`src/rtl/dll_trk_pkg.sv`:
```
package dll_trk_pkg;
    typedef enum logic [1:0] {
        DLL_OFF     = 2'd0,
        DLL_LOCKING = 2'd1,
        DLL_LOCKED  = 2'd2,
        DLL_SREF    = 2'd3
    } dll_state_e;
endpackage

```
`src/rtl/dll_mode_fsm.sv`:
```
module dll_mode_fsm
    import dll_trk_pkg::*;
(
    input  logic       clk,
    input  logic       rst_n,
    input  logic       mr1_wr,
    input  logic       mr1_dll_dis,
    input  logic       dll_rst_cmd,
    input  logic       sref_enter,
    input  logic       sref_exit,
    input  logic       lock_expire,
    output dll_state_e state,
    output logic       load_timer,
    output logic       dll_on,
    output logic       dll_locked
);
    dll_state_e nxt;

    // next-state and timer-load decision
    always_comb begin
        nxt        = state;
        load_timer = 1'b0;
        unique case (state)
            DLL_OFF: begin
                if (mr1_wr && !mr1_dll_dis) begin
                    nxt        = DLL_LOCKING;      // enable
                    load_timer = 1'b1;
                end
            end
            DLL_LOCKING, DLL_LOCKED: begin
                if (sref_enter) begin
                    nxt = DLL_SREF;                 // sref_in
                end else if (mr1_wr && mr1_dll_dis) begin
                    nxt = DLL_OFF;                  // disable
                end else if (dll_rst_cmd) begin
                    nxt        = DLL_LOCKING;       // relock
                    load_timer = 1'b1;
                end else if (state == DLL_LOCKING && lock_expire) begin
                    nxt = DLL_LOCKED;               // lock_done
                end
            end
            DLL_SREF: begin
                if (sref_exit) begin
                    nxt        = DLL_LOCKING;       // sref_out
                    load_timer = 1'b1;
                end
            end
            default: nxt = DLL_OFF;
        endcase
    end

    always_ff @(posedge clk) begin
        if (!rst_n) state <= DLL_OFF;
        else        state <= nxt;
    end

    always_comb begin
        dll_on     = (state == DLL_LOCKING) || (state == DLL_LOCKED);
        dll_locked = (state == DLL_LOCKED);
    end

    assert_sref_off_R3: assert property (@(posedge clk) disable iff (!rst_n)
        (sref_enter && dll_on) |=> !dll_on);
    assert_sref_relock_R3: assert property (@(posedge clk) disable iff (!rst_n)
        (state == DLL_SREF && sref_exit) |=> (dll_on && !dll_locked));
    assert_lock_from_window_R4: assert property (@(posedge clk) disable iff (!rst_n)
        $rose(dll_locked) |-> $past(state == DLL_LOCKING && lock_expire));
    assert_disable_R2: assert property (@(posedge clk) disable iff (!rst_n)
        (dll_on && mr1_wr && mr1_dll_dis) |=> !dll_locked);
endmodule

```
`src/rtl/dll_lock_timer.sv`:
```
module dll_lock_timer #(
    parameter int TDLLK = 512
) (
    input  logic clk,
    input  logic rst_n,
    input  logic load,
    input  logic active,
    output logic expire
);
    localparam int CW = $clog2(TDLLK + 1);
    localparam logic [CW-1:0] START = CW'(TDLLK);

    logic [CW-1:0] remain;

    always_ff @(posedge clk) begin
        if (!rst_n)                    remain <= '0;
        else if (load)                 remain <= START;
        else if (!active)              remain <= '0;
        else if (remain != '0)         remain <= remain - 1'b1;
    end

    assign expire = active && (remain == CW'(1));

    assert_reload_R4: assert property (@(posedge clk) disable iff (!rst_n)
        load |=> (remain == START));
    assert_count_down_R4: assert property (@(posedge clk) disable iff (!rst_n)
        (active && !load && remain > CW'(1)) |=> (remain == $past(remain) - 1'b1));
endmodule

```
`src/rtl/dll_cmd_monitor.sv`:
```
module dll_cmd_monitor #(
    parameter int CNT_W   = 8,
    parameter int RTT_W   = 2
) (
    input  logic             clk,
    input  logic             rst_n,
    input  logic             window,
    input  logic             rd_cmd,
    input  logic             odt_cmd,
    input  logic             wr_cmd,
    input  logic [RTT_W-1:0] rtt_wr_sel,
    input  logic             cke,
    output logic             viol,
    output logic             cke_err,
    output logic [CNT_W-1:0] count
);
    localparam logic [CNT_W-1:0] CNT_MAX = {CNT_W{1'b1}};

    logic early_hit;
    assign early_hit = window && (rd_cmd || odt_cmd || (wr_cmd && (rtt_wr_sel != '0)));

    always_ff @(posedge clk) begin
        if (!rst_n) begin
            viol    <= 1'b0;
            cke_err <= 1'b0;
            count   <= '0;
        end else begin
            viol <= early_hit;
            if (window && !cke) cke_err <= 1'b1;
            if (viol && count != CNT_MAX) count <= count + 1'b1;
        end
    end

    assert_err_sticky_R8: assert property (@(posedge clk) disable iff (!rst_n)
        cke_err |=> cke_err);
    assert_count_step_R9: assert property (@(posedge clk) disable iff (!rst_n)
        (viol && count != CNT_MAX) |=> (count == $past(count) + 1'b1));
    assert_count_hold_R9: assert property (@(posedge clk) disable iff (!rst_n)
        (!viol) |=> $stable(count));
endmodule

```
`src/rtl/dll_lock_tracker.sv`:
```
module dll_lock_tracker
    import dll_trk_pkg::*;
#(
    parameter int TDLLK = 512,
    parameter int CNT_W = 8
) (
    input  logic             clk,
    input  logic             rst_n,
    input  logic             mr1_wr,
    input  logic             mr1_dll_dis,
    input  logic             dll_rst_cmd,
    input  logic             sref_enter,
    input  logic             sref_exit,
    input  logic             rd_cmd,
    input  logic             odt_cmd,
    input  logic             wr_cmd,
    input  logic [1:0]       rtt_wr_sel,
    input  logic             cke,
    output logic             dll_on,
    output logic             dll_locked,
    output logic             early_cmd_viol,
    output logic             cke_drop_err,
    output logic [CNT_W-1:0] viol_count
);
    dll_state_e state;
    logic       load_timer;
    logic       lock_expire;
    logic       in_window;

    assign in_window = (state == DLL_LOCKING);

    dll_mode_fsm u_fsm (
        .clk        (clk),
        .rst_n      (rst_n),
        .mr1_wr     (mr1_wr),
        .mr1_dll_dis(mr1_dll_dis),
        .dll_rst_cmd(dll_rst_cmd),
        .sref_enter (sref_enter),
        .sref_exit  (sref_exit),
        .lock_expire(lock_expire),
        .state      (state),
        .load_timer (load_timer),
        .dll_on     (dll_on),
        .dll_locked (dll_locked)
    );

    dll_lock_timer #(.TDLLK(TDLLK)) u_timer (
        .clk   (clk),
        .rst_n (rst_n),
        .load  (load_timer),
        .active(in_window),
        .expire(lock_expire)
    );

    dll_cmd_monitor #(.CNT_W(CNT_W), .RTT_W(2)) u_mon (
        .clk       (clk),
        .rst_n     (rst_n),
        .window    (in_window),
        .rd_cmd    (rd_cmd),
        .odt_cmd   (odt_cmd),
        .wr_cmd    (wr_cmd),
        .rtt_wr_sel(rtt_wr_sel),
        .cke       (cke),
        .viol      (early_cmd_viol),
        .cke_err   (cke_drop_err),
        .count     (viol_count)
    );

    assert_read_flag_R6: assert property (@(posedge clk) disable iff (!rst_n)
        (dll_on && !dll_locked && (rd_cmd || odt_cmd)) |=> early_cmd_viol);
    assert_no_flag_locked_R6: assert property (@(posedge clk) disable iff (!rst_n)
        (!dll_on || dll_locked) |=> !early_cmd_viol);
    assert_wr_no_rtt_R7: assert property (@(posedge clk) disable iff (!rst_n)
        (wr_cmd && rtt_wr_sel == 2'd0 && !rd_cmd && !odt_cmd) |=> !early_cmd_viol);
    assert_cke_flag_R8: assert property (@(posedge clk) disable iff (!rst_n)
        (dll_on && !dll_locked && !cke) |=> cke_drop_err);
endmodule

```
`config.mk`:
```
export PLATFORM = sky130hd
export DESIGN_NAME = dll_lock_tracker
export DESIGN_NICKNAME = d
export VERILOG_FILES = /design/src/rtl/dll_trk_pkg.sv /design/src/rtl/dll_mode_fsm.sv /design/src/rtl/dll_lock_timer.sv /design/src/rtl/dll_cmd_monitor.sv /design/src/rtl/dll_lock_tracker.sv
export SDC_FILE = /design/constraint.sdc
export NUM_CORES = 1
export LEC_CHECK = 0
export BUFFER_PORTS_ARGS = -buffer_cell sky130_fd_sc_hd__buf_2
export CORE_MARGIN = 3
export CORE_UTILIZATION = 55
export CTS_CLUSTER_DIAMETER = 100
export DETAILED_ROUTE_END_ITERATION = 6
export PLACE_DENSITY = 0.83
export SLEW_MARGIN = 20
export SYNTH_ARGS = -nofsm -noshare
export SYNTH_HDL_FRONTEND = slang
export SYNTH_HIERARCHICAL = 1
export SYNTH_SLANG_ARGS = --single-unit
export TNS_END_PERCENT = 100
```
`constraint.sdc`:
```
create_clock -name clk -period 3.45 [get_ports clk]
set_clock_uncertainty 0.15 [all_clocks]
set_input_delay 0.8625 -clock clk [delete_from_list [all_inputs] [get_ports clk]]
set_output_delay 0.8625 -clock clk [all_outputs]
set_load 0.05 [all_outputs]
```
==> summary.txt <==
Non-Filler Instances = 200
Top Usage Layer GRT = met2
Status = completed
Largest net degree at the start of global routing = 16
Die H = 53.91 um
Final RePlAce weighted congestion = 0.8717
Unrepaired setup endpoints after global routing = no
Synth Area in Compound Gates = 0.1596
Wirelength per Cell = 12.97 um
Top cells by area, synth = dfxtp_1, ha_1, a21oi_1
Antenna cells = 0
Synth Instances = 148
Die X = 53.91 um
Startpoint class of the critical path = flop
Post-synth EDFFs = 0
Post-synth top area share = 0.3489
Synth Flop Type = dfxtp_1
Count of max-cap constraint violations = 0
Total number of vias = 1123
Most frequent cell after synthesis = dfxtp_1
Die ar. = 2906 um2
Initial Util = 0.6123
Placed Cells = 196
Worst slack, placed = 1.183 ns
Simple-gate share of the synthesized area = 0.2854
Crit path required time = 2.44 ns
GR Util met3 = 0.03324
Cell Rows = 16
CP startpoint = u_fsm/state[1]$_SDFFE_PN0P_
Antenna Violating Nets Remaining = 0
Fin Setup TNS = 0 ns
CTS Buf Count = 3
WP data arrival = 1.46 ns
Post-CTS sizing = 0
Commonest cells post-synth = dfxtp_1, nand2_1, a21oi_1, nor2_1, ha_1
CORE AREA = 2062 um2
Critical path class = reg2out
Achievable frequency = 404.1 MHz
Mux contribution to synthesized area = 0.05550
Hold path startpoint = u_mon/cke_err$_SDFFE_PN0P_
Critical path endpoint category = output port
Clk sinks = 22
Met1 global-route usage = 0.2239
Share of layout cells above drive strength 1 = 0.2081
Post-synth cell types = 40
Routed Wire Length = 2593 um
Area Growth Syn to Fin = 15.36%
Post-route cell area = 1456 um2
Post-CTS setup buffer count = 0
Crit share post-route = 0.7172
PortBufs = 24
Drt first pass iters = 4
Initial antenna violation count = 0
CTS clk-pin slew, worst paths = 0.12 ns
First-pass GRT wire length = 4174 um
CTS tree = done
Post-Synthesis Cell Area = 1262 um2
Post-CTS Hold Fix Bufs = 0
Ys async rst share = 0
Post-synth top area cell = dfxtp_1
Worst-Margin Slew = 0.8681 ns
Max Root-Sink Buffers = 2
Grt met2 use = 0.3609
DRT iter0 DRCs = 22
Max FO, Critical Path = 5
Tightest Hold Check Type = reg2reg
Clock period minus worst slack = 2.474 ns
Post-Syn Area per Cell = 8.530 um2
Post-DR vias/cell = 5.615
Reg-to-reg slack, setup = 1.20 ns
Slew Viols, Final = 0
CTS root buffer = clkbuf_4
Seq/Total Area, Yosys = 0.3489
Total congestion overflow = 0
Syn Nets = 170
Max-Slew Margin vs Limit = 0.4131
Worst-case hold slack = 0.3359 ns
Cell area after placement = 1404 um2
H-tree levels = 1
# DRC = 0
Number of fill cells = 164
Setup-failing EPs final = 0
GRT Total Usage = 0.1955
Final Hold Viols = 0
Synthesis warning total = 6
Worst r2r src = u_fsm/state[1]$_SDFFE_PN0P_
Clk_lat worst skew = 0.30 ns
PwrDens = 637.9 nW/um2
I/O pin count = 25
FF+latch count, synth = 22
Setup ws final = 0.9755 ns
Leakage = 0.6527 nW
Number of global-route vias before repair = 1008
Largest family of logic cells by synthesized area = simple AND/OR/NAND/NOR gates
# nets final = 196
Maximum vdd drop = 0.3508 mV
Post-Synth XOR/XNOR Area = 0.02775
Dpl hpwl = 1927 um
Adder-cell share of the synthesized area = 0.08920
-- where the power goes --
part	switching (mW)	leakage [nW]	total [mW]	internal [mW]
sequential	0.0354	0.178	0.316	0.281
combinational	0.233	0.446	0.418	0.184
clock	0.0779	0.0279	0.195	0.117
total	0.346	0.653	0.929	0.583
-- cells by family (layout without fill, tap and decap cells) --
family / after synthesis / after routing
buffers and inverters: 11 / 36
AOI/OAI and AO/OA: 31 / 31
muxes: 7 / 7
adders and majority gates: 9 / 9
xor gates and xnor gates: 4 / 4
and+or+nand+nor: 64 / 64
DFF: 22 / 22
-- sequential cells by signal, summed over array words and instances (netlist names) --
register / cells
u_mon/count: 8
u_mon/cke_err: 1
u_fsm/state: 2
u_timer/remain: 10
u_mon/viol: 1
-- worst max-delay path, stage by stage (launching register included) --
cell	delay, ns
dfxtp_1	0.45
inv_1	0.12
ha_1	0.32
buf_2	0.27
-- cells in the final DEF (no fill, tap or decap), types with 2 or more instances in the layout --
cell      synthesis  layout
buf_2             1      24
dfxtp_1          22      22
nand2_1          17      17
a21oi_1          14      14
nor2_1           12      12
ha_1              9       9
inv_1             8       8
mux2i_1           7       7
nand3_1           5       5
nand2b_1          4       4
o21ai_0           4       4
a211oi_1          4       4
or3_1             4       4
xnor2_1           4       4
clkbuf_4          0       3
nand4_1           3       3
nor3_1            3       3
and3_1            2       2
or4_1             2       2
-- metal layers --
metal	up-vias	part of all wire	wire length (um)
met3	2	0.038	98
met4	0	0.0069	18
li1	579	-	-
met1	523	0.45	1170
met5	-	0	0
met2	19	0.50	1305
-- final cells by class --
cell class / instances / area, um2 / share of cell area
Inverter: 8 / 30.03 / 0.02062
Clock buffer: 3 / 22.52 / 0.01546
Tap cell: 27 / 33.78 / 0.02320
Clock inverter: 1 / 30.03 / 0.02062
Multi-Input combinational cell: 115 / 779.5 / 0.5352
Sequential cell: 22 / 440.4 / 0.3024
Timing Repair Buffer: 24 / 120.1 / 0.08247
-- final timing paths --
check,endpoint,depth (start not counted)
setup / recovery,dll_on,3
hold / removal,u_mon/cke_err$_SDFFE_PN0P_,2
setup reg to reg,u_timer/remain[1]$_SDFFE_PP0P_,7
hold reg to reg,u_mon/cke_err$_SDFFE_PN0P_,2
-- metrics by stage --
stage,power (mW),utilization
finish,0.9291,0.7063
global route,0.9913,0.7063
CTS,0.9322,0.7063
detailed placement,0.7314,0.6808
global placement,0.7189,0.6808
floorplan,0.6618,-
(Power assumes the default switching activity.)
